==> src/rtl/ebc_pkg.sv <==
package ebc_pkg;
  localparam int DATA_W = 16;
  localparam int LANE_W = 8;
  localparam int LANES  = DATA_W / LANE_W;

  typedef enum logic [2:0] {
    S_IDLE, S_ADDR, S_DATA, S_WAIT, S_HOLD
  } busState_t;

  typedef struct packed {
    logic load;      // latch request and mode
    logic phAddr;    // address cycle
    logic phStrobe;  // data or wait cycle
    logic phHold;    // hold cycle
    logic capture;   // last strobe cycle: sample read data
  } busCtl_t;
endpackage

==> src/rtl/ebc_ctrl.sv <==
module ebc_ctrl
  import ebc_pkg::*;
#(
  parameter int WAIT_W = 2
) (
  input  logic              clk,
  input  logic              rstN,
  input  logic              reqValid,
  input  logic [WAIT_W-1:0] cfgWaitMin,
  input  logic              busReady,
  output busCtl_t           ctl,
  output logic              busy,
  output logic              done
);
  busState_t         state, stateNext;
  logic [WAIT_W-1:0] waitMinReg;
  logic [WAIT_W-1:0] waitCnt;
  logic              toHold;

  always_comb begin
    stateNext = state;
    toHold    = 1'b0;
    unique case (state)
      S_IDLE: if (reqValid) stateNext = S_ADDR;
      S_ADDR: stateNext = S_DATA;
      S_DATA: begin
        if (waitMinReg == '0 && busReady) begin
          stateNext = S_HOLD;
          toHold    = 1'b1;
        end else begin
          stateNext = S_WAIT;
        end
      end
      S_WAIT: begin
        if (waitCnt >= waitMinReg && busReady) begin
          stateNext = S_HOLD;
          toHold    = 1'b1;
        end
      end
      S_HOLD: stateNext = S_IDLE;
      default: stateNext = S_IDLE;
    endcase
  end

  always_ff @(posedge clk or negedge rstN) begin
    if (!rstN) begin
      state      <= S_IDLE;
      waitMinReg <= '0;
      waitCnt    <= '0;
      done       <= 1'b0;
    end else begin
      state <= stateNext;
      done  <= (state == S_HOLD);
      if (state == S_IDLE && reqValid) waitMinReg <= cfgWaitMin;
      if (state == S_DATA) begin
        waitCnt <= WAIT_W'(1);
      end else if (state == S_WAIT && waitCnt < waitMinReg) begin
        waitCnt <= waitCnt + WAIT_W'(1);
      end
    end
  end

  always_comb begin
    ctl.load     = (state == S_IDLE) && reqValid;
    ctl.phAddr   = (state == S_ADDR);
    ctl.phStrobe = (state == S_DATA) || (state == S_WAIT);
    ctl.phHold   = (state == S_HOLD);
    ctl.capture  = toHold;
  end

  assign busy = (state != S_IDLE);
endmodule

==> src/rtl/ebc_dpath.sv <==
module ebc_dpath
  import ebc_pkg::*;
#(
  parameter int ADDR_W = 20
) (
  input  logic              clk,
  input  logic              rstN,
  input  busCtl_t           ctl,
  input  logic [ADDR_W-1:0] reqAddr,
  input  logic              reqWrite,
  input  logic              reqWord,
  input  logic              reqFetch,
  input  logic [DATA_W-1:0] reqWdata,
  input  logic              cfgWide,
  input  logic              cfgMux,
  input  logic              cfgBheMode,
  input  logic [DATA_W-1:0] adIn,
  output logic [DATA_W-1:0] rdata,
  output logic [ADDR_W-1:0] addrOut,
  output logic [DATA_W-1:0] adOut,
  output logic [LANES-1:0]  adOe,
  output logic              ale,
  output logic              rdN,
  output logic              wrN,
  output logic              bheN,
  output logic              inst
);
  logic [ADDR_W-1:0] aReg;
  logic [DATA_W-1:0] wdReg;
  logic wrReg, wordReg, fetchReg, wideReg, muxReg, bheModeReg;
  logic busyPh, dataPh, hiSel, loSel;
  logic [DATA_W-1:0] wd16;

  always_ff @(posedge clk or negedge rstN) begin
    if (!rstN) begin
      aReg       <= '0;
      wdReg      <= '0;
      wrReg      <= 1'b0;
      wordReg    <= 1'b0;
      fetchReg   <= 1'b0;
      wideReg    <= 1'b0;
      muxReg     <= 1'b0;
      bheModeReg <= 1'b1;
    end else if (ctl.load) begin
      aReg       <= reqAddr;
      wdReg      <= reqWdata;
      wrReg      <= reqWrite;
      wordReg    <= reqWord;
      fetchReg   <= reqFetch;
      wideReg    <= cfgWide;
      muxReg     <= cfgMux;
      bheModeReg <= cfgBheMode;
    end
  end

  assign busyPh = ctl.phAddr | ctl.phStrobe | ctl.phHold;
  assign dataPh = ctl.phStrobe | ctl.phHold;
  assign hiSel  = wideReg && (wordReg || aReg[0]);
  assign loSel  = !wideReg || wordReg || !aReg[0];
  assign wd16   = wordReg ? wdReg : {wdReg[LANE_W-1:0], wdReg[LANE_W-1:0]};

  // Strobes
  always_comb begin
    ale  = ctl.phAddr;
    rdN  = !(ctl.phStrobe && !wrReg);
    inst = busyPh && fetchReg && !wrReg;
    if (bheModeReg) begin
      wrN  = !(ctl.phStrobe && wrReg);
      bheN = !(busyPh && hiSel);
    end else begin
      wrN  = !(ctl.phStrobe && wrReg && loSel);
      bheN = !(ctl.phStrobe && wrReg && hiSel);
    end
  end

  assign addrOut = busyPh ? aReg : '0;

  // Per-lane drive
  for (genvar g = 0; g < LANES; g++) begin : gLane
    localparam bit IS_HI = (g == LANES - 1);
    logic [LANE_W-1:0] laneOut, addrSlice, dataSlice;
    logic              laneOe;

    assign addrSlice = aReg[g*LANE_W +: LANE_W];
    assign dataSlice = wideReg ? wd16[g*LANE_W +: LANE_W] : wdReg[g*LANE_W +: LANE_W];

    always_comb begin
      laneOut = '0;
      laneOe  = 1'b0;
      if (muxReg) begin
        if (!wideReg && IS_HI) begin
          laneOe  = busyPh;
          laneOut = busyPh ? addrSlice : '0;
        end else if (ctl.phAddr) begin
          laneOe  = 1'b1;
          laneOut = addrSlice;
        end else if (dataPh && wrReg) begin
          laneOe  = 1'b1;
          laneOut = dataSlice;
        end
      end else begin
        if (!wideReg && IS_HI) begin
          laneOe  = busyPh;
          laneOut = busyPh ? dataSlice : '0;
        end else if (busyPh && wrReg) begin
          laneOe  = 1'b1;
          laneOut = dataSlice;
        end
      end
    end

    assign adOut[g*LANE_W +: LANE_W] = laneOut;
    assign adOe[g] = laneOe;
  end

  // Read data capture
  always_ff @(posedge clk or negedge rstN) begin
    if (!rstN) begin
      rdata <= '0;
    end else if (ctl.capture && !wrReg) begin
      if (wideReg && wordReg)
        rdata <= adIn;
      else if (wideReg && aReg[0])
        rdata <= {{LANE_W{1'b0}}, adIn[DATA_W-1:LANE_W]};
      else
        rdata <= {{LANE_W{1'b0}}, adIn[LANE_W-1:0]};
    end
  end
endmodule

==> src/rtl/ext_bus_ctrl.sv <==
module ext_bus_ctrl
  import ebc_pkg::*;
#(
  parameter int ADDR_W = 20,
  parameter int WAIT_W = 2
) (
  input  logic              clk,
  input  logic              rstN,
  input  logic              reqValid,
  input  logic [ADDR_W-1:0] reqAddr,
  input  logic              reqWrite,
  input  logic              reqWord,
  input  logic              reqFetch,
  input  logic [15:0]       reqWdata,
  input  logic              cfgWide,
  input  logic              cfgMux,
  input  logic              cfgBheMode,
  input  logic [WAIT_W-1:0] cfgWaitMin,
  input  logic              busReady,
  input  logic [15:0]       adIn,
  output logic              busy,
  output logic              done,
  output logic [15:0]       rdata,
  output logic [ADDR_W-1:0] addrOut,
  output logic [15:0]       adOut,
  output logic [1:0]        adOe,
  output logic              ale,
  output logic              rdN,
  output logic              wrN,
  output logic              bheN,
  output logic              inst
);
  busCtl_t ctl;

  ebc_ctrl #(.WAIT_W(WAIT_W)) u_ctrl (
    .clk(clk), .rstN(rstN), .reqValid(reqValid), .cfgWaitMin(cfgWaitMin),
    .busReady(busReady), .ctl(ctl), .busy(busy), .done(done)
  );

  ebc_dpath #(.ADDR_W(ADDR_W)) u_dpath (
    .clk(clk), .rstN(rstN), .ctl(ctl), .reqAddr(reqAddr), .reqWrite(reqWrite),
    .reqWord(reqWord), .reqFetch(reqFetch), .reqWdata(reqWdata),
    .cfgWide(cfgWide), .cfgMux(cfgMux), .cfgBheMode(cfgBheMode), .adIn(adIn),
    .rdata(rdata), .addrOut(addrOut), .adOut(adOut), .adOe(adOe), .ale(ale),
    .rdN(rdN), .wrN(wrN), .bheN(bheN), .inst(inst)
  );
endmodule

==> config.mk <==
export PLATFORM = sky130hd
export DESIGN_NAME = ext_bus_ctrl
export DESIGN_NICKNAME = d
export VERILOG_FILES = /design/src/rtl/ebc_pkg.sv /design/src/rtl/ebc_ctrl.sv /design/src/rtl/ebc_dpath.sv /design/src/rtl/ext_bus_ctrl.sv
export SDC_FILE = /design/constraint.sdc
export NUM_CORES = 1
export LEC_CHECK = 0
export BUFFER_PORTS_ARGS = -buffer_cell sky130_fd_sc_hd__buf_2
export CAP_MARGIN = 20
export CORE_UTILIZATION = 45
export DETAILED_ROUTE_END_ITERATION = 6
export GPL_TIMING_DRIVEN = 0
export PLACE_DENSITY = 0.74
export SETUP_SLACK_MARGIN = 0.15
export SLEW_MARGIN = 20
export SYNTH_ARGS = -nofsm -noshare
export SYNTH_HDL_FRONTEND = slang
export SYNTH_HIERARCHICAL = 1
export SYNTH_SLANG_ARGS = --single-unit
==> constraint.sdc <==
create_clock -name clk -period 3.03 [get_ports clk]
set_input_delay 0.7575 -clock clk [delete_from_list [all_inputs] [get_ports clk]]
set_output_delay 0.7575 -clock clk [all_outputs]
set_load 0.03 [all_outputs]
* Word-level counts from Yosys, hierarchy flattened *
Index checks and enable logic that the tools add are counted.
W data, S select, Z words.

word-level totals
  register bits after elaboration = 66
  bits in latches = 0
  memory bits (writable) = 0
  memory bits (read-only) = 0
  logic and storage cells = 95
  memories kept = 0

operators by class
  $add $sub $neg = 1
  $mul = 0
  div/mod/pow operators = 0
  magnitude comparators = 2
  eq/ne operators = 6
  shift operators = 0
  muxes and demuxes = 36
  bitwise logic cells = 3
  reduce and logical (&&, ||, !) cells = 34

operators with widths
  kind                   number
  $mux W8                15
  $mux W16               2
  $mux W20               1
  $logic_and A1 B1 Y1    17
  $pmux W3 S4            1
  $mux W1                11
  $mux W3                3
  $logic_not A1 Y1       8
  $eq A3 B2 Y1 const B   2
  $logic_or A1 B1 Y1     4
  $mux W2                2
  $eq A3 B1 Y1 const B   1
  $eq A3 B3 Y1 const B   1
  $logic_not A3 Y1       1
  $or A1 B1 Y1           3
  $reduce_bool A3 Y1     1
  $add A2 B1 Y2 const B  1
  $ge A2 B2 Y1           1
  $logic_not A2 Y1       1
  $lt A2 B2 Y1           1
  $ne A2 B1 Y1 const B   1
  $ne A2 B2 Y1 const B   1
  $pmux W1 S2            1
  $reduce_and A2 Y1      1
  $reduce_bool A2 Y1     1

* Logic depth before layout (Yosys ltp) *
Gate-level depths: netlist of run 1.

  depth after elaboration = 8
  gate-level depth with buffers = 11
  mapped depth without buffers = 8

* Modules after synthesis *
Netlist of run 1, hierarchy kept.

by module, submodules not included
  module     instances  cells an instance  area an instance (um^2)  seq. area each (um^2)
  ebc_dpath  1          259                2942.8                   1452.6
  ebc_ctrl   1          48                 495.5                    200.2

* Worst setup path after synthesis of run 1 *
OpenSTA, ideal clock, no wires.

  kind = register -> output
  start point = register u_ctrl.state[0]
  end point = output adOut[12]
  arrival = 2.615 ns
  required time = 2.273 ns
  setup slack = -0.343 ns
  cell stages (with the launch flop) = 8
  path buffers = 2
  path through = dfrtp_1 > buf_2 > nor3b_1 > nor3_4 > buf_6 > nor2b_1 > o21ai_0 > o21ai_1

RTL lines
  element                 line                text
  from (decl)             ebc_ctrl.sv:15      busState_t state, stateNext;
  from (signal assigned)  ebc_ctrl.sv:52      state <= stateNext;
  to (decl)               ext_bus_ctrl.sv:25  output logic [15:0] adOut,

==> key figures, run 1 <==
Detailed routing
  – Final wirelength: 8810 µm
  – Vias: 2923
  – Post-DRT Antenna Nets: 0
  – DR vias/cell: 5.16
  – First-pass iteration count of the detailed router: 4
  – DR DRC count: 0
  – WL/cell: ~16 µm
  – 1st-iter DRT viols: 80

Final layout
  – Final instance area: about 0.0047 mm²
  – Area Overhead vs Synth: 37.5%
  – Layout cell share with drive strength beyond 1: between 50% and 60%
  – Ant diodes: 0
  – Nets@finish: 528
  – Layout Cells excl Fill: 566
  – Fill count: 641

Setup path
  – CP Max Fanout: 8
  – Reg2reg path depth: 10
  – CP peak stage delay: around 420 ps
  – Crit Path Category: register to output pin
  – Delay-heaviest family, CP: simple AND/OR/NAND/NOR gates
  – Worst Setup End Kind: output pin
  – Startpoint types: register
  – Crit path depth: 8
  – Slowest-stage cell, CP: dfrtp_2
  – CP arrival: 2140 ps
  – CP bufs+invs: 3
  – Data required time of the critical path: 2270 ps
  – Critical-path cell list: buf_6 -> nor3b_4 -> nor3_4 -> buf_6 -> nor3_4 -> nand2_1 -> o31ai_2 -> buf_4

STA
  – Final worst path period share: between 90% and 100%
  – Fin crit period: 2900 ps
  – Worst Skew: 6.58 ps
  – Max-slew violation count: 0
  – TNS Setup: 0 ps
  – RSZ-0062 raised after global routing: yes
  – Least-Margin Pin Slew: 396 ps
  – Fmax: 345 MHz
  – Finish-stage setup viols: 0
  – Relative slew slack: 73.4%
  – Hold Violations, Final: 0

Synthesis
  – Most common cell in the netlist: dfrtp_1
  – Yosys reg bits: 66
  – Yosys top cell by area: dfrtp_1
  – Commonest cells post-synth: 65 x dfrtp_1, 50 x mux2_2, 38 x nand2_1
  – Synth Flop Type: dfrtp_1
  – Largest cells by area after synthesis: dfrtp_1 47%, mux2_2 16%, nand2_1 4.1%
  – Post-synthesis async set-or-reset flop share: 100%
  – Avg Cell Area, Syn: 11.2 µm²
  – Synth Cell Area: 0.00344 mm²
  – Synth Net Count: ~370
  – Syn. warnings: 6
  – Sequential fraction of the synthesis area: around half
  – Synth cell types: 45
  – Synth top area share: 47.3%
  – Post-synthesis cell count: between 300 and 400
  – Post-synth EDFFs: 0

Clock tree
  – CTS root buffer: clkbuf_8
  – Num CTS Buffers: 9
  – Skew-Pair Late Insertion Delay: roughly 330 ps
  – CTS tree: done
  – Maximum buffer depth of the clock tree: 2
  – CTS HTree Levels: 3
  – Post-CTS Hold Buffers: 0
  – # clock sinks: 66
  – Worst-path clk slew: 70 ps

Global route
  – Vias in the first global route: 2777
  – M3 GR Usage: just over 4%
  – Grt met1 use: 29.8%
  – Gr ovfl total: 0
  – Met2 Use GR: 38.8%
  – Grt peak-use layer: met2
  – First-pass GRT wire length: roughly 14000 µm
  – Antenna violations before repair: 0
  – Pin count of the biggest net entering global routing: 37
  – GRT Total Usage: 23.0%

Pwr
  – Maximum VDD drop: 0.000683 V
  – Overall power: 6.76 mW
  – Power Dens Cells: 1430 mW/mm²
  – Leak: 2.33 nW

Place
  – Global placer's final weighted congestion: 0.850
  – Post-placement cell area: 0.00425 mm²
  – Placed cells: about 530
  – Port Buffer Count: 124
  – Detailed placer's ending HPWL: roughly 6500 µm

Floorplanning
  – I/O Pins: 125
  – Die area: 0.00799 mm²
  – Row cnt: 31
  – Starting Density: between 40 and 50%
  – Core area: 0.00733 mm²
  – Die Wd: just under 90 µm
  – Die height: 89.4 µm

Run status
  – Outcome: finished, final reports clean

Run
  – Max_cap viols: 0

Hold path
  – Worst hold-check path type: primary input to asynchronous set/reset pin
registers in the layout, indices dropped and copies added, names as in the netlist, 2 cells and up:
signal and cells:
u_dpath/aReg 20, u_dpath/rdata 16, u_dpath/wdReg 16, u_ctrl/state 3
u_ctrl/waitCnt 2, u_ctrl/waitMinReg 2
final timing paths:
check,from,endpoint,slack (ps)
max in group asynchronous,rstN,u_ctrl/state[0],2150
hold / removal,rstN,u_dpath/aReg[12],340
hold reg to reg,u_dpath/rdata[7],u_dpath/rdata[7],490
min in group clk,u_dpath/rdata[7],u_dpath/rdata[7],490
setup / recovery,u_ctrl/state[0],adOut[14],130
setup reg to reg,u_ctrl/waitCnt[0],u_dpath/rdata[3],810
metrics by stage:
| step | hold WS, ps | utilization (%) | setup slack (ps) |
|---|---|---|---|
| 6_report | 342 | 64.5 | 129 |
| 5_1_grt | 366 | 64.5 | 0.356 |
| 4_1_cts | 345 | 63.3 | 104 |
| 3_5_place_dp | 471 | 57.9 | 18.6 |
| 3_3_place_gp | 460 | 57.6 | 5.07 |
| 2_1_floorplan | 462 | - | 176 |
report_power, final:
part / total, mW / internal [mW] / switching, mW
Clock: 0.726 / 0.400 / 0.326
Sequential: 1.63 / 1.33 / 0.306
Combinational: 4.40 / 1.86 / 2.54
Total: 6.76 / 3.58 / 3.18
layout make-up:
class / instances / area (µm²) / share of cell area, %
inverters: 3 / 15.0 / 0.318
plain buffers: 24 / 169 / 3.57
clock inverters: 5 / 53.8 / 1.14
clock buffers: 11 / 141 / 2.99
well taps: 99 / 124 / 2.62
multi-input cells: 214 / 1700 / 36.0
flip-flops and latches: 66 / 1660 / 35.0
repair buffers: 144 / 866 / 18.3
layout by cell type (no fill, tap or decap), types with 3 or more instances in the layout:
master    netlist  routed
a21oi_1         9       8
a22o_1         16      16
buf_12          0       4
buf_2          15     118
buf_4           5      29
buf_6           1       8
clkbuf_1        3       4
clkbuf_4        0       6
clkbuf_8        0      10
clkinv_2        0       3
dfrtp_1        65      63
mux2_2         50      50
mux2i_1         8       8
nand2_1        38      38
nand2b_1        6       6
nor2b_1        21      14
nor2b_2         1       8
nor3b_4         1       3
o21ai_0        19      19
o21ai_1         7       3
o21ai_2         0       4
cells by family (layout without fill, tap and decap cells):
family                   count (synthesis)  after routing  synth area share [%]
AND/OR/NAND/NOR                         89             89                  15.4
flip-flops                              66             66                  48.1
AO/OA/AOI/OAI                           64             64                  12.4
multiplexers                            59             59                  19.1
buffers and inverters                   27            187                  4.26
adder cells (fa/ha/maj)                  2              2                 0.728
routing by layer:
layer,wire length [µm],up-vias,share of wire (%)
met5,0,-,0
met1,3910,1431,44
met3,343,13,3.9
met4,125,0,1.4
li1,-,1401,-
met2,4430,78,50
what timing repair did:
item / CTS / global route
pin swaps: 6 / 14
hold endpoints to repair: 0 / 0
setup endpoints to repair: 36 / 18
gates resized for setup: 22 / 19
buffers inserted: 14 / 5
cloned: 0 / 0
Power figures use the tool's default switching activity.
==> run 2: changes to the inputs <==
CELL_PAD_IN_SITES_DETAIL_PLACEMENT = 1   (was default)
CELL_PAD_IN_SITES_GLOBAL_PLACEMENT = 1   (was default)
CORE_UTILIZATION = 38   (was 45)
PLACE_DENSITY = default   (was 0.74)
PLACE_DENSITY_LB_ADDON = 0.1   (was default)
REMOVE_ABC_BUFFERS = 1   (was default)
SYNTH_HIERARCHICAL = default   (was 1)
==> key figures, run 2 <==
Run status
  – Outcome: finished, final reports clean

Floorplanning
  – Die Wd: 97.1 µm (+8.6%)
  – Die height: 97.1 µm (+8.6%)
  – Core area: 0.00876 mm² (+20%)
  – Row cnt: 34 (+9.7%)
  – I/O Pins: 125 (unchanged)
  – Die area: 0.00944 mm² (+18%)
  – Starting Density: 39.2% (-7.7 points)

STA
  – Fmax: 359 MHz (+4.1%)
  – Hold Violations, Final: 0 (unchanged)
  – Relative slew slack: 30.7% (-43 points)
  – Worst Skew: 9.94 ps (+3.35 ps)
  – Least-Margin Pin Slew: 1040 ps (+640 ps)
  – Hold slack: 357 ps (+14.9 ps)
  – Finish-stage setup viols: 0 (unchanged)
  – Final worst path period share: 91.9% (-3.8 points)
  – TNS Setup: 0 ps (unchanged)
  – Final worst slack: 244 ps (+115 ps)
  – RSZ-0062 raised after global routing: yes
  – Max-slew violation count: 0 (unchanged)
  – Fin crit period: 2790 ps (-115 ps)

Setup path
  – Worst Setup End Kind: output pin
  – Crit Path Category: register to output pin
  – Critical R2R Capture: u_dpath.rdata[11]
  – Slowest-stage cell, CP: dfrtp_4
  – Data required time of the critical path: 2270 ps (about the same)
  – CP arrival: 2030 ps (-110 ps)
  – Startpoint types: register
  – Reg-to-reg startpoint: u_ctrl.waitCnt[0]
  – Reg2reg path depth: 6 (-4)
  – CP Max Fanout: 16 (+8)
  – R2r setup slk: 610 ps (-200 ps)
  – Critical-path cell list: o21a_1 -> a21oi_4 -> nand3_4 -> o21ai_0 -> buf_2
  – CP peak stage delay: 580 ps (+160 ps)

Final layout
  – Fill count: 966 (+51%)
  – Layout cell share with drive strength beyond 1: 56.5% (+0.40 points)
  – Ant diodes: 0 (unchanged)
  – Storage element area: 0.00166 mm² (+0.15%)
  – Register name with the most flops: u_dpath.aReg
  – Commonest cells after routing, fill and taps aside: 123 x buf_2, 63 x dfrtp_1, 58 x mux2_2
  – Layout Cells excl Fill: 508 (-10%)
  – Area occupied by multi-input gates: 0.00166 mm² (-2.4%)
  – Biggest regs: u_dpath.aReg (20), u_dpath.rdata (16), u_dpath.wdReg (16)
  – Commonest non-fill, non-tap cell in the layout: buf_2
  – Largest register FFs: 20 (unchanged)
  – Nets@finish: 462 (-13%)
  – Area Overhead vs Synth: 26.8%

Synthesis
  – Synth Cell Area: 0.00344 mm² (about the same)
  – Post-synth EDFFs: 0 (unchanged)
  – Commonest cells post-synth: 65 x dfrtp_1, 58 x mux2_2, 24 x and2_1
  – Yosys reg bits: 66 (unchanged)
  – Largest cells by area after synthesis: dfrtp_1 47%, mux2_2 19%, and2_1 4.4%
  – Syn. warnings: 0 (-6)
  – Synth top area share: 47.3% (about the same)
  – Post-synthesis cell count: 278 (-9.4%)
  – Synth cell types: 40 (-11%)
  – Synth Flop Type: dfrtp_1
  – Post-synthesis async set-or-reset flop share: 100% (unchanged)
  – Sequential fraction of the synthesis area: 48.1% (about the same)
  – Avg Cell Area, Syn: 12.4 µm² (+10%)
  – Most common cell in the netlist: dfrtp_1
  – Yosys top cell by area: dfrtp_1

Clock tree
  – Skew-Pair Late Insertion Delay: 340 ps (about the same)
  – CTS HTree Levels: 3 (unchanged)
  – # clock sinks: 66 (unchanged)
  – CTS tree: done
  – Worst-path clk slew: 80 ps (about the same)
  – CTS root buffer: clkbuf_8
  – Maximum buffer depth of the clock tree: 2 (unchanged)
  – Setup Buffers After CTS: 0 (-14)
  – Num CTS Buffers: 9 (unchanged)

Place
  – Port Buffer Count: 124 (unchanged)
  – Detailed placer's ending HPWL: 6160 µm (-4.7%)
  – Placed cells: 493 (-7.2%)
  – Global placer's final weighted congestion: 0.677 (-20%)
  – Dpl ws: 260 ps (+241 ps)

Global route
  – Vias in the first global route: 2780 (+0.11%)
  – Gr ovfl total: 0 (unchanged)
  – First-pass GRT wire length: 14300 µm (+5.3%)
  – Pin count of the biggest net entering global routing: 36 (-2.7%)
  – GRT Total Usage: 19.4% (-3.6 points)
  – Antenna violations before repair: 0 (unchanged)

Detailed routing
  – Post-DRT Antenna Nets: 0 (unchanged)
  – DR DRC count: 0 (unchanged)
  – First-pass iteration count of the detailed router: 5 (+1)
  – Vias: 2587 (-11%)
  – WL/cell: 16.9 µm (+8.4%)
  – Final wirelength: 8570 µm (-2.7%)
  – DR vias/cell: 5.09 (-1.4%)
  – 1st-iter DRT viols: 59 (-26%)

Hold path
  – Worst hold-check path type: primary input to asynchronous set/reset pin

Run
  – Max_cap viols: 0 (unchanged)
==> run 2: cell count changes in the layout (fill, tap and decap cells not counted), moves of 5 or more <==
| cell | delta |
|---|---|
| buf_4 | -28 |
| nand2_1 | -25 |
| and2_1 | +21 |
| nor2b_1 | -12 |
| o21ai_0 | -10 |
| mux2_4 | +9 |
| buf_6 | -8 |
| mux2_2 | +8 |
| nor2b_2 | -8 |
| a22o_1 | -7 |
| and3_1 | +7 |
| clkbuf_4 | -6 |
| buf_2 | +5 |
==> run 2: kinds of logic (layout without fill, tap and decap cells) <==
logic type / Yosys count / after routing / synth area share, %
AOI/OAI and AO/OA: 39 / 39 / 8.91
adders and majority gates: 2 / 2 / 0.727
buffers and inverters: 25 / 147 / 4.73
DFF: 66 / 66 / 48.1
muxes: 76 / 76 / 25.7
and+or+nand+nor: 70 / 70 / 11.9
==> run 2: per-stage QoR <==
| stage | area, µm² | util, % |
|---|---|---|
| finish | 4360 | 49.8 |
| global route | 4360 | 49.8 |
| CTS | 4330 | 49.4 |
| detailed placement | 4110 | 46.9 |
| global placement | 4050 | 46.2 |
| floorplan | 3300 | - |
==> run 2: worst max-delay path, delay by kind of cell (launching register included) <==
family,cells,cell delay (ps)
buf+inv,1,240
simple gates,1,150
compound gates,3,730
flops,1,580
==> run 2: repair_timing <==
| action | CTS | global route |
|---|---|---|
| pin swaps | 1 | 0 |
| resized for setup | 5 | 8 |
| endpoints found under the setup margin | 34 | 15 |
| hold buffers | 0 | 0 |
==> run 2: worst max-delay path by stage <==
| stage | to | slack (ps) | cells past startpoint | start |
|---|---|---|---|---|
| 6_report | adOut[11] | 240 | 5 | u_ctrl.state[0] |
| 5_1_grt | adOut[9] | 150 | 5 | u_ctrl.state[0] |
| 4_1_cts | adOut[14] | 210 | 4 | u_dpath.wideReg |
| 3_5_place_dp | adOut[8] | 260 | 5 | u_ctrl.state[0] |
| 3_3_place_gp | bheN | -390 | 5 | u_ctrl.state[0] |
| 2_1_floorplan | adOut[10] | 410 | 4 | u_ctrl.state[0] |
==> run 2: area by class of cell <==
class / count / share of cell area, %
Inverter: 5 / 0.430
Tap cell: 108 / 3.10
Clock buffer: 10 / 2.93
Multi-Input combinational cell: 187 / 38.1
Timing Repair Buffer: 127 / 15.6
Clock inverter: 5 / 1.84
Sequential cell: 66 / 38.0
==> run 2: routing by layer <==
layer / routed length, µm / share of wire [%] / vias up / global-route usage, %
met5: 0 / 0 / - / 0
met4: 88 / 1.0 / 0 / 6.20
met3: 545 / 6.4 / 9 / 5.61
met2: 4230 / 49 / 83 / 32.1
met1: 3710 / 43 / 1285 / 24.5
li1: - / - / 1210 / -
Power of run 2 is not shown: default switching activity piles up to over one toggle a cycle in this logic, so the estimate is an artifact.
==> run 3: changes to the inputs <==
ABC_AREA = 1   (was default)
CORE_UTILIZATION = 35   (was 38)
==> key figures, run 3 <==
Setup path
  – Delay-heaviest family, CP: simple AND/OR/NAND/NOR gates
  – Worst Setup End Kind: output pin
  – CP Max Fanout: 7 (-9)
  – R2r setup slk: 1390 ps (+780 ps)
  – Data required time of the critical path: 2270 ps (about the same)
  – Crit. Startpoint: u_ctrl.state[0]
  – Critical R2R Capture: u_dpath.rdata[2]
  – CP peak stage delay: 460 ps (-120 ps)
  – Startpoint types: register
  – Critical-path cell list: nor2_4 -> nand2_1 -> nand2_2 -> nand2_1 -> a21oi_4 -> nand2_1 -> nand2_1 -> buf_2
  – Slowest-stage cell, CP: dfrtp_2
  – Crit Path Category: register to output pin
  – CP arrival: 2000 ps (-30 ps)
  – Reg-to-reg startpoint: u_ctrl.waitCnt[1]
  – Most common cell on crit path: nand2_1
  – Reg2reg path depth: 8 (+2)
  – Crit path depth: 8 (+3)
  – CP bufs+invs: 1 (unchanged)
  – CP Capture Point: adOut[8]

Synthesis
  – Post-synthesis async set-or-reset flop share: 100% (unchanged)
  – Post-synthesis cell count: 421 (+51%)
  – Synth cell types: 31 (-23%)
  – Most common cell in the netlist: nand2_1
  – Avg Cell Area, Syn: 7.91 µm² (-36%)
  – Largest cells by area after synthesis: dfrtp_1 49%, nand2_1 13%, nor2_1 7.2%
  – Yosys reg bits: 66 (unchanged)
  – Syn. warnings: 0 (unchanged)
  – Synth top area share: 48.9% (+1.6 points)
  – Synth Flop Type: dfrtp_1
  – Yosys top cell by area: dfrtp_1
  – Synth Cell Area: 0.00333 mm² (-3.2%)
  – Sequential fraction of the synthesis area: 49.7% (+1.6 points)
  – Commonest cells post-synth: 118 x nand2_1, 65 x dfrtp_1, 64 x nor2_1
  – Post-synth EDFFs: 0 (unchanged)

Floorplanning
  – Die Wd: 99.5 µm (+2.4%)
  – Starting Density: 36.0% (-3.2 points)
  – Die height: 99.5 µm (+2.4%)
  – Core area: 0.00924 mm² (+5.4%)
  – Die area: 0.00990 mm² (+4.9%)
  – Row cnt: 35 (+2.9%)
  – I/O Pins: 125 (unchanged)

Detailed routing
  – 1st-iter DRT viols: 89 (+51%)
  – DR DRC count: 0 (unchanged)
  – Post-DRT Antenna Nets: 0 (unchanged)
  – Vias: 3161 (+22%)
  – WL/cell: 14.1 µm (-17%)
  – First-pass iteration count of the detailed router: 4 (-1)
  – DR vias/cell: 4.63 (-9.1%)
  – Final wirelength: 9600 µm (+12%)

Global route
  – Pin count of the biggest net entering global routing: 51 (+42%)
  – Vias in the first global route: 3152 (+13%)
  – GRT Total Usage: 20.1% (+0.66 points)
  – Gr ovfl total: 0 (unchanged)
  – First-pass GRT wire length: 15400 µm (+7.6%)
  – Antenna violations before repair: 0 (unchanged)

STA
  – RSZ-0062 raised after global routing: no
  – Final worst path period share: 90.9% (-0.99 points)
  – Hold slack: 367 ps (+9.57 ps)
  – Max-slew violation count: 0 (unchanged)
  – Hold Violations, Final: 0 (unchanged)
  – Fin crit period: 2760 ps (-30.1 ps)
  – Least-Margin Pin Slew: 479 ps (-557 ps)
  – Fmax: 363 MHz (+1.1%)
  – Worst Skew: 5.97 ps (-3.97 ps)
  – Final worst slack: 274 ps (+30.1 ps)
  – Finish-stage setup viols: 0 (unchanged)
  – Relative slew slack: 67.9% (+37 points)
  – TNS Setup: 0 ps (unchanged)

Pwr
  – Maximum VDD drop: approximately 0.00057 V
  – Overall power: ~6.2 mW
  – Leak: 2.48 nW
  – Power Dens Cells: 1400 mW/mm²

Place
  – Dpl ws: 283 ps (+24.0 ps)
  – Detailed placer's ending HPWL: 6620 µm (+7.5%)
  – Port Buffer Count: 124 (unchanged)
  – Global placer's final weighted congestion: 0.708 (+4.7%)

Final layout
  – Largest register FFs: 20 (unchanged)
  – Commonest non-fill, non-tap cell in the layout: buf_2
  – Fin util: 47.9% (-1.8 points)
  – Ant diodes: 0 (unchanged)
  – Area Overhead vs Synth: 33.1%
  – Layout cell share with drive strength beyond 1: 33.2% (-23 points)
  – Register name with the most flops: u_dpath.aReg
  – Biggest regs: u_dpath.aReg (20), u_dpath.rdata (16), u_dpath.wdReg (16)
  – Nets@finish: 615 (+33%)
  – Commonest cells after routing, fill and taps aside: 120 x buf_2, 116 x nand2_1, 63 x nor2_1, 63 x dfrtp_1, 44 x inv_1

Clock tree
  – CTS HTree Levels: 3 (unchanged)
  – # clock sinks: 66 (unchanged)
  – Num CTS Buffers: 9 (unchanged)
  – Worst-path clk slew: 80 ps (about the same)
  – CTS root buffer: clkbuf_8
  – Maximum buffer depth of the clock tree: 2 (unchanged)
  – Skew-Pair Late Insertion Delay: 330 ps (about the same)
  – CTS tree: done

Hold path
  – Worst hold-check path type: primary input to asynchronous set/reset pin

Run status
  – Outcome: finished, final reports clean

Run
  – Max_cap viols: 0 (unchanged)
==> run 3: how the worst min path moves through the flow <==
stage / startpoint / depth (start not counted) / slack [ps] / end
after floorplan: rstN / 0 / 460 / u_ctrl.done
after global placement: u_dpath.rdata[6] / 2 / 450 / u_dpath.rdata[6]
after detailed placement: u_dpath.rdata[1] / 2 / 460 / u_dpath.rdata[1]
after CTS: rstN / 1 / 370 / u_ctrl.waitCnt[1]
after global routing: rstN / 1 / 380 / u_ctrl.waitCnt[1]
final: rstN / 1 / 370 / u_ctrl.waitCnt[1]
==> run 3: layer usage <==
layer | track usage, % | vias up | wire (µm)
met5 | 0 | - | 0
met4 | 6.22 | 0 | 97
met3 | 4.08 | 9 | 472
met2 | 35.3 | 81 | 4770
met1 | 24.9 | 1502 | 4260
li1 | - | 1569 | -
==> run 3: worst reg2reg max path: cells and delay by family (launching register included) <==
family / cells / cell delay, ps
adders and majority gates: 1 / 300
DFF: 1 / 400
and+or+nand+nor: 7 / 810
==> run 3: area by class of cell <==
class	instances	area, µm²
multi-input combinational	291	1450
sequential	66	1660
inverter	48	189
clock inverter	6	114
timing repair buffer	131	708
clock buffer	10	138
tap	129	161
fill	1195	4810
timing repair inverter	2	12.5
==> run 3: kinds of logic (layout without fill, tap and decap cells) <==
kind of cell | Yosys count | in the layout | synth area share (%)
AND/OR/NAND/NOR | 220 | 220 | 27.4
multiplexers | 17 | 17 | 5.75
XOR/XNOR | 1 | 1 | 0.263
adder cells (fa/ha/maj) | 2 | 2 | 0.752
flip-flops | 66 | 66 | 49.7
AO/OA/AOI/OAI | 51 | 51 | 8.01
buffers and inverters | 64 | 197 | 8.20
==> run 3: timing repair <==
item | in CTS | in global routing
resized for setup | 12 | 6
cloned | 1 | 1
endpoints found under the setup margin | 36 | 15
endpoints found under the hold margin | 0 | 0
setup buffers | 2 | 3
pin swaps | 1 | 3
hold buffers | 0 | 0
==> run 3: report_power, final <==
group	switching [mW]	internal (mW)	leakage [nW]	total (mW)
clock network	0.355	0.571	0.119	0.926
registers	0.246	1.27	0.771	1.52
logic	2.66	1.11	1.59	3.77
total	3.26	2.95	2.48	6.22
==> run 3: through the flow <==
step           area (µm²)  cells
2_1_floorplan        3240    405
3_3_place_gp         4020    658
3_5_place_dp         4070    660
4_1_cts              4390    679
5_1_grt              4430    683
6_report             4430    683
